File: config.mk
export PLATFORM = sky130hd
export DESIGN_NAME = sdram_init_refresh_seq
export DESIGN_NICKNAME = d
export VERILOG_FILES = /design/src/rtl/sdr_seq_pkg.sv /design/src/rtl/sdr_ref_timer.sv /design/src/rtl/sdr_ref_backlog.sv /design/src/rtl/sdram_init_refresh_seq.sv
export SDC_FILE = /design/constraint.sdc
export NUM_CORES = 1
export LEC_CHECK = 0
export BUFFER_PORTS_ARGS = -buffer_cell sky130_fd_sc_hd__clkbuf_2
export CORE_ASPECT_RATIO = 1.1
export CORE_UTILIZATION = 52
export CTS_CLUSTER_DIAMETER = 200
export DETAILED_ROUTE_END_ITERATION = 10
export PLACE_DENSITY = 0.83
export SETUP_SLACK_MARGIN = 0.1
export SKIP_CTS_REPAIR_TIMING = 1
export SLEW_MARGIN = 25
export SYNTH_ARGS = -nofsm -noshare
export SYNTH_HDL_FRONTEND = slang
export SYNTH_SLANG_ARGS = --single-unit
File: constraint.sdc
create_clock -name clk -period 2.2 [get_ports clk]
set_clock_uncertainty 0.15 [all_clocks]
set_input_delay 0.66 -clock clk [delete_from_list [all_inputs] [get_ports clk]]
set_output_delay 0.66 -clock clk [all_outputs]
set_load 0.05 [all_outputs]
File: src/rtl/sdr_seq_pkg.sv
package sdr_seq_pkg;

  // {cs_n, ras_n, cas_n, we_n}
  typedef enum logic [3:0] {
    CMD_MRS = 4'b0000,
    CMD_REF = 4'b0001,
    CMD_PRE = 4'b0010,
    CMD_NOP = 4'b0111
  } sdr_cmd_e;

  typedef enum logic [3:0] {
    ST_BOOT,
    ST_INIT_REF,
    ST_IDLE,
    ST_GRANT,
    ST_SVC,
    ST_SELF,
    ST_WAKE
  } seq_state_e;

  function automatic logic [11:0] mode_word(input logic [2:0] bl, input logic wrap,
                                            input logic wb, input logic [2:0] cl);
    logic [11:0] w;
    w      = '0;
    w[2:0] = bl;
    w[3]   = wrap;
    w[6:4] = cl;
    w[9]   = wb;
    return w;
  endfunction

endpackage

File: src/rtl/sdr_ref_timer.sv
module sdr_ref_timer #(
  parameter int INTERVAL = 2080
) (
  input  logic clk,
  input  logic rst_n,
  input  logic run,
  input  logic restart,
  output logic tick
);
  localparam int CW = $clog2(INTERVAL + 1);

  logic [CW-1:0] cnt_q;

  always_ff @(posedge clk or negedge rst_n) begin
    if (!rst_n) begin
      cnt_q <= CW'(INTERVAL - 1);
      tick  <= 1'b0;
    end else if (restart) begin
      cnt_q <= CW'(INTERVAL - 1);
      tick  <= 1'b0;
    end else if (run) begin
      if (cnt_q == '0) begin
        cnt_q <= CW'(INTERVAL - 1);
        tick  <= 1'b1;
      end else begin
        cnt_q <= cnt_q - 1'b1;
        tick  <= 1'b0;
      end
    end else begin
      tick <= 1'b0;
    end
  end

  assert_tick_single_R6: assert property (@(posedge clk) disable iff (!rst_n)
    (tick && (INTERVAL > 1)) |=> !tick);

  assert_tick_quiet_restart_R11: assert property (@(posedge clk) disable iff (!rst_n)
    restart |=> !tick);

endmodule

File: src/rtl/sdr_ref_backlog.sv
module sdr_ref_backlog (
  input  logic clk,
  input  logic rst_n,
  input  logic tick,
  input  logic take,
  input  logic drop,
  output logic pend,
  output logic overdue
);
  always_ff @(posedge clk or negedge rst_n) begin
    if (!rst_n) begin
      pend    <= 1'b0;
      overdue <= 1'b0;
    end else if (take) begin
      pend    <= tick;
      overdue <= 1'b0;
    end else if (drop) begin
      pend    <= 1'b0;
      overdue <= 1'b0;
    end else if (tick) begin
      overdue <= overdue | pend;
      pend    <= 1'b1;
    end
  end

  assert_overdue_implies_pend_R9: assert property (@(posedge clk) disable iff (!rst_n)
    overdue |-> pend);

endmodule

File: src/rtl/sdram_init_refresh_seq.sv
module sdram_init_refresh_seq
  import sdr_seq_pkg::*;
#(
  parameter int ADDR_W        = 12,
  parameter int T_POWERUP     = 13334,
  parameter int T_RP          = 3,
  parameter int T_RC          = 8,
  parameter int T_MRD         = 2,
  parameter int INIT_REFS     = 8,
  parameter int REF_INTERVAL  = 2080,
  parameter int CATCHUP       = 2,
  parameter int SR_EXIT_EDGES = 2,
  parameter int CAS_LAT       = 3
) (
  input  logic              clk,
  input  logic              rst_n,
  input  logic [2:0]        mode_bl,
  input  logic              mode_interleave,
  input  logic              mode_single_wr,
  input  logic              ref_ack,
  input  logic              banks_open,
  input  logic              sr_req,
  output logic              ref_req,
  output logic              init_done,
  output logic              sd_cke,
  output logic              sd_cs_n,
  output logic              sd_ras_n,
  output logic              sd_cas_n,
  output logic              sd_we_n,
  output logic [1:0]        sd_ba,
  output logic [ADDR_W-1:0] sd_addr
);
  localparam int WAIT_W = $clog2(T_POWERUP + T_RP + T_RC + T_MRD + SR_EXIT_EDGES + 2);
  localparam int RL_W   = $clog2(INIT_REFS + CATCHUP + 2);
  localparam int GAP_W  = $clog2(T_RC + 2);
  localparam int AP_BIT = 10;

  seq_state_e        state;
  logic [WAIT_W-1:0] wait_q;
  logic [RL_W-1:0]   refs_left;
  sdr_cmd_e          cmd_q;
  logic [ADDR_W-1:0] addr_q;
  logic [1:0]        ba_q;
  logic              cke_q;
  logic              init_done_q;
  logic              ref_req_q;

  logic tick, pend, overdue, take, drop, in_sr, pend_now;

  assign in_sr    = (state == ST_SELF) || (state == ST_WAKE);
  assign take     = (state == ST_GRANT) && (wait_q == '0) && ref_ack;
  assign drop     = (state == ST_SVC) && (wait_q == '0) && (refs_left == '0) && sr_req;
  assign pend_now = pend | tick;

  sdr_ref_timer #(.INTERVAL(REF_INTERVAL)) u_timer (
    .clk(clk), .rst_n(rst_n), .run(init_done_q), .restart(in_sr), .tick(tick)
  );

  sdr_ref_backlog u_backlog (
    .clk(clk), .rst_n(rst_n), .tick(tick), .take(take), .drop(drop),
    .pend(pend), .overdue(overdue)
  );

  always_ff @(posedge clk or negedge rst_n) begin
    if (!rst_n) begin
      state       <= ST_BOOT;
      wait_q      <= WAIT_W'(T_POWERUP);
      refs_left   <= '0;
      cmd_q       <= CMD_NOP;
      addr_q      <= '0;
      ba_q        <= '0;
      cke_q       <= 1'b1;
      init_done_q <= 1'b0;
      ref_req_q   <= 1'b0;
    end else begin
      cmd_q  <= CMD_NOP;
      addr_q <= '0;
      ba_q   <= '0;
      if (wait_q != '0) begin
        wait_q <= wait_q - 1'b1;
      end else begin
        case (state)
          ST_BOOT: begin
            cmd_q          <= CMD_PRE;
            addr_q[AP_BIT] <= 1'b1;
            wait_q         <= WAIT_W'(T_RP - 1);
            refs_left      <= RL_W'(INIT_REFS);
            state          <= ST_INIT_REF;
          end
          ST_INIT_REF: begin
            if (refs_left != '0) begin
              cmd_q     <= CMD_REF;
              refs_left <= refs_left - 1'b1;
              wait_q    <= WAIT_W'(T_RC - 1);
            end else begin
              cmd_q  <= CMD_MRS;
              addr_q <= ADDR_W'(mode_word(mode_bl, mode_interleave, mode_single_wr,
                                          3'(CAS_LAT)));
              wait_q <= WAIT_W'(T_MRD - 1);
              state  <= ST_IDLE;
            end
          end
          ST_IDLE: begin
            init_done_q <= 1'b1;
            if (init_done_q && (pend_now || sr_req)) begin
              ref_req_q <= 1'b1;
              state     <= ST_GRANT;
            end
          end
          ST_GRANT: begin
            if (ref_ack) begin
              refs_left <= overdue ? RL_W'(CATCHUP) : (pend ? RL_W'(1) : '0);
              if (banks_open) begin
                cmd_q          <= CMD_PRE;
                addr_q[AP_BIT] <= 1'b1;
                wait_q         <= WAIT_W'(T_RP - 1);
              end
              state <= ST_SVC;
            end
          end
          ST_SVC: begin
            if (refs_left != '0) begin
              cmd_q     <= CMD_REF;
              refs_left <= refs_left - 1'b1;
              wait_q    <= WAIT_W'(T_RC - 1);
            end else if (sr_req) begin
              cmd_q <= CMD_REF;
              cke_q <= 1'b0;
              state <= ST_SELF;
            end else begin
              ref_req_q <= 1'b0;
              state     <= ST_IDLE;
            end
          end
          ST_SELF: begin
            if (!sr_req) begin
              cke_q  <= 1'b1;
              wait_q <= WAIT_W'(SR_EXIT_EDGES + T_RC - 1);
              state  <= ST_WAKE;
            end
          end
          ST_WAKE: begin
            ref_req_q <= 1'b0;
            state     <= ST_IDLE;
          end
          default: state <= ST_IDLE;
        endcase
      end
    end
  end

  assign {sd_cs_n, sd_ras_n, sd_cas_n, sd_we_n} = cmd_q;
  assign sd_addr   = addr_q;
  assign sd_ba     = ba_q;
  assign sd_cke    = cke_q;
  assign init_done = init_done_q;
  assign ref_req   = ref_req_q;

  // Checker state: cycles since reset and since the last refresh on the pins
  logic [WAIT_W-1:0] boot_cnt;
  logic [GAP_W-1:0]  gap_q;

  always_ff @(posedge clk or negedge rst_n) begin
    if (!rst_n) begin
      boot_cnt <= '0;
      gap_q    <= GAP_W'(T_RC);
    end else begin
      if (boot_cnt < WAIT_W'(T_POWERUP)) boot_cnt <= boot_cnt + 1'b1;
      if (cmd_q == CMD_REF) gap_q <= GAP_W'(1);
      else if (gap_q < GAP_W'(T_RC)) gap_q <= gap_q + 1'b1;
    end
  end

  assert_quiet_powerup_R1: assert property (@(posedge clk) disable iff (!rst_n)
    (cmd_q != CMD_NOP) |-> (boot_cnt >= WAIT_W'(T_POWERUP)));

  assert_cke_high_powerup_R1: assert property (@(posedge clk) disable iff (!rst_n)
    (boot_cnt < WAIT_W'(T_POWERUP)) |-> cke_q);

  assert_init_done_sticky_R2: assert property (@(posedge clk) disable iff (!rst_n)
    !$fell(init_done_q));

  assert_refresh_spacing_R5: assert property (@(posedge clk) disable iff (!rst_n)
    (cmd_q != CMD_NOP) |-> (gap_q >= GAP_W'(T_RC)));

  assert_cke_low_nop_R10: assert property (@(posedge clk) disable iff (!rst_n)
    (!cke_q && $past(!cke_q)) |-> (cmd_q == CMD_NOP));

  assert_bus_owned_R12: assert property (@(posedge clk) disable iff (!rst_n)
    (init_done_q && (cmd_q != CMD_NOP)) |-> ref_req_q);

endmodule

==> metrics.md <==
| Metric | Value |
|---|---|
| Simple-gate area share of the yosys netlist | `0.257` |
| Drt pass-1 iters | `5` |
| Gr usage total | `0.232` |
| R2r worst-path depth | `8` |
| Detailed Place HPWL | `around 4100 µm` |
| Synth Cell Area | `about 2700 µm²` |
| Run status | `finished, violations left` |
| CTS root buffer | `clkbuf_8` |
| Clock slew at reported path FFs | `90 ps` |
| Initial antenna violation count | `0` |
| Total of max-cap violations | `0` |
| Dominant synthesized flop cell | `dfrtp_1` |
| Final worst-path cycle share | `1.01` |
| CP arrival | `roughly 2300 ps` |
| Maximum number of pins on one net before global-route repair | `50` |
| Post-route minimum period | `2210 ps` |
| Worst path required time | `2240 ps` |
| Mux share of post-synthesis cell area | `0.0120` |
| Total negative slack | `-20.7 ps` |
| Max-slew violation count | `0` |
| Finished Layout Cells | `401` |
| Global route overflow | `0` |
| Fillers | `360` |
| FF-to-FF End | `refs_left[3]` |
| Area growth, synth to finish | `25.1%` |
| Post-layout nets | `between 300 and 400` |
| Maximum VDD drop | `0.000666 V` |
| Clk_lat worst skew | `310 ps` |
| Routability-driven placement congestion ratio | `just under 0.9` |
| Total Wirelength | `roughly 7000 µm` |
| Vias | `2439` |
| YS warnings | `0` |
| Initial core utilization | `0.543` |
| Most frequent CP cell | `o21ai_1` |
| Crit Path Max Fanout | `6` |
| Final Power | `3.61 mW` |
| Power Density | `1060 nW/µm²` |
| Compound-Gate Fraction of Synth Area | `0.146` |
| Violated checks | `setup timing` |
| H-tree lvl count | `2` |
| LEAKAGE | `1.46 nW` |
| CTS Buf Count | `5` |
| Post-synth top area cell | `dfrtp_1` |
| Vias in the first global route | `2260` |
| Worst setup SP type | `register` |
| Core area | `~5000 µm²` |
| Post-DP Area | `about 3000 µm²` |
| Post-synth ARST share | `1.00` |
| IO Pins | `31` |
| Share of layout cells above drive strength 1 | `0.359` |
| Placed Cells incl. Taps | `378` |
| CTS Sinks | `~50` |
| Hold Vio Cnt, Final | `0` |
| Reg2reg start | `wait_q[10]` |
| Setup ws final | `-14.8 ps` |
| Final setup violation count | `2` |
| Via/cell ratio | `6.08` |
| Share of the synthesized area in the top cell type | `0.304` |
| Yosys cell types | `61` |
| PortBufs | `23` |
| Crit path max-delay cell type | `or4_4` |
| Max Freq | `approximately 450 MHz` |
| Sequential area share after synthesis | `0.459` |
| Die Ht | `approximately 80 µm` |
| Global-route wire length before repair | `10200 µm` |
| Minimum hold slack | `177 ps` |
| RSZ-0062 raised after global routing | `true` |
| Clock Path Buffers | `2` |
| Footprint of the multi-input gates | `1490 µm²` |
| Critical Path, Cell by Cell | `or4_4 > nor4_4 > buf_6 > buf_4 > buf_4 > o21ai_1 > o21ai_1 > o21ai_1` |
| CTS tree | `yes` |
| Drt first-iter violations | `207` |
| Adder-Cell Fraction of Synth Area | `0.0184` |
| Post-synth EDFFs | `0` |
| #FFs+latches synth | `49` |
| Avg WL per Cell | `17.5 µm` |
| Gate Count Post-Synth | `285` |
| CP Class | `register to register` |
| FF-to-FF setup slack | `-10 ps` |
| CP endpoint kind | `register` |
| Syn_area_per_cell | `9.53 µm²` |
| Final antenna-violating net count | `0` |
| Die width | `roughly 71 µm` |
| Site Rows | `27` |
| N_diodes | `0` |
| Xor/xnor share of the synthesized area | `0.0516` |
| Largest family of logic cells by synthesized area | `simple AND/OR/NAND/NOR gates` |
| Slowest stage delay, CP | `about 590 ps` |
| Die Area | `5520 µm²` |
| Register Area | `1250 µm²` |
| Drt drc | `0` |
| Hold Path Class | `input pin to async pin` |
| Post-route cell area | `3400 µm²` |
| Synth top area cells | `dfrtp_1 30%, dfstp_2 15%, o21ai_0 3.5%` |
-- cells by family after synthesis --
group / Yosys count
multiplexers: 3
adder cells (fa/ha/maj): 4
AO/OA/AOI/OAI: 64
AND/OR/NAND/NOR: 119
flip-flops: 49
buffers and inverters: 29
XOR/XNOR: 16
other: 1
-- metrics by stage --
| stage | util | setup slack (ps) |
|---|---|---|
| 3_3_place_gp | 0.605 | 48.5 |
| 6_report | 0.680 | -14.8 |
| 2_1_floorplan | - | 60.7 |
| 5_1_grt | 0.680 | -50.7 |
| 4_1_cts | 0.629 | -47.2 |
| 3_5_place_dp | 0.605 | -24.1 |
-- power breakdown --
part           total (mW)  internal, mW  switching [mW]  leakage (nW)
Combinational        1.57         0.710           0.864         0.813
Clock               0.681         0.370           0.311        0.0574
Sequential           1.36          1.13           0.224         0.588
Total                3.61          2.21            1.40          1.46
-- synth_stat cells, types with 8 or more instances --
library cell,number
dfrtp_1,33
nand2_1,22
nor2_1,21
o21ai_0,19
a21oi_1,16
dfstp_2,16
nor3_1,12
inv_1,11
nand3_1,10
xor2_1,9
buf_4,8
-- state kept, by name (all words and copies together), names as in the netlist --
name,flops
wait_q,14
cmd_q,3
sd_addr,7
u_backlog.overdue,1
u_timer.tick,1
ref_req,1
state,3
u_timer.cnt_q,12
refs_left,4
u_backlog.pend,1
init_done,1
sd_cke,1
-- layout by cell type (no fill, tap or decap), types with 2 or more instances in the layout --
master    Yosys  layout
o21ai_1       3       8
a211oi_2      0       2
nor2_1       21      20
buf_6         1       4
clkbuf_2      0      23
nor3b_1       4       3
xor2_1        9       9
nand3b_1      3       3
o21ai_0      19      14
a21o_1        3       3
nor3b_4       0       2
nand2b_1      5       5
xnor2_1       7       7
ha_1          4       2
nor2b_1       6       5
a31oi_1       2       2
nand4b_1      2       2
nor4_4        2       2
nor3_4        0       2
dfstp_2      16      16
nand2_1      22      22
a22oi_1       2       2
nor3_1       12      11
clkbuf_8      0       6
nand3_1      10       9
a21oi_1      16      15
o31ai_1       2       2
o22ai_1       2       2
nor4b_1       3       2
ha_4          0       2
inv_2         0       4
and2_1        6       6
dfrtp_1      33      33
inv_1        11       7
o21ba_2       2       2
buf_4         8      33
conb_1        1       7
or4_1         3       3
nand4_1       7       7
-- worst max-delay path by stage --
stage | from | to | slack, ps | depth (start not counted)
2_1_floorplan | wait_q[0] | ref_req | 60 | 7
3_3_place_gp | wait_q[0] | ref_req | 50 | 8
3_5_place_dp | wait_q[0] | ref_req | -20 | 8
4_1_cts | refs_left[0] | wait_q[0] | -50 | 7
5_1_grt | wait_q[0] | refs_left[3] | -50 | 10
6_report | wait_q[10] | refs_left[3] | -10 | 8
-- final cells by class --
type,instances,share of cell area
sequential,49,0.367
tap,58,0.0213
multi-input combinational,213,0.437
timing repair buffer,62,0.127
inverter,11,0.0121
clock buffer,6,0.0243
clock inverter,2,0.0110
-- routing by layer --
metal  part of all wire  routed length [µm]  GRT usage  vias to the layer above
li1                   -                   -          -                     1112
met1               0.40                2790      0.282                     1182
met2               0.51                3570      0.405                      116
met3              0.055                 384     0.0416                       29
met4              0.038                 265     0.0920                        0
met5                  0                   0          0                        -
-- worst max-delay path: cells and delay by family (launching register included) --
family / cells / cell delay (ps)
DFF: 1 / 380
buffers and inverters: 3 / 410
and+or+nand+nor: 2 / 870
AOI/OAI and AO/OA: 3 / 280
Note: power is estimated with default switching activity, not from simulation.
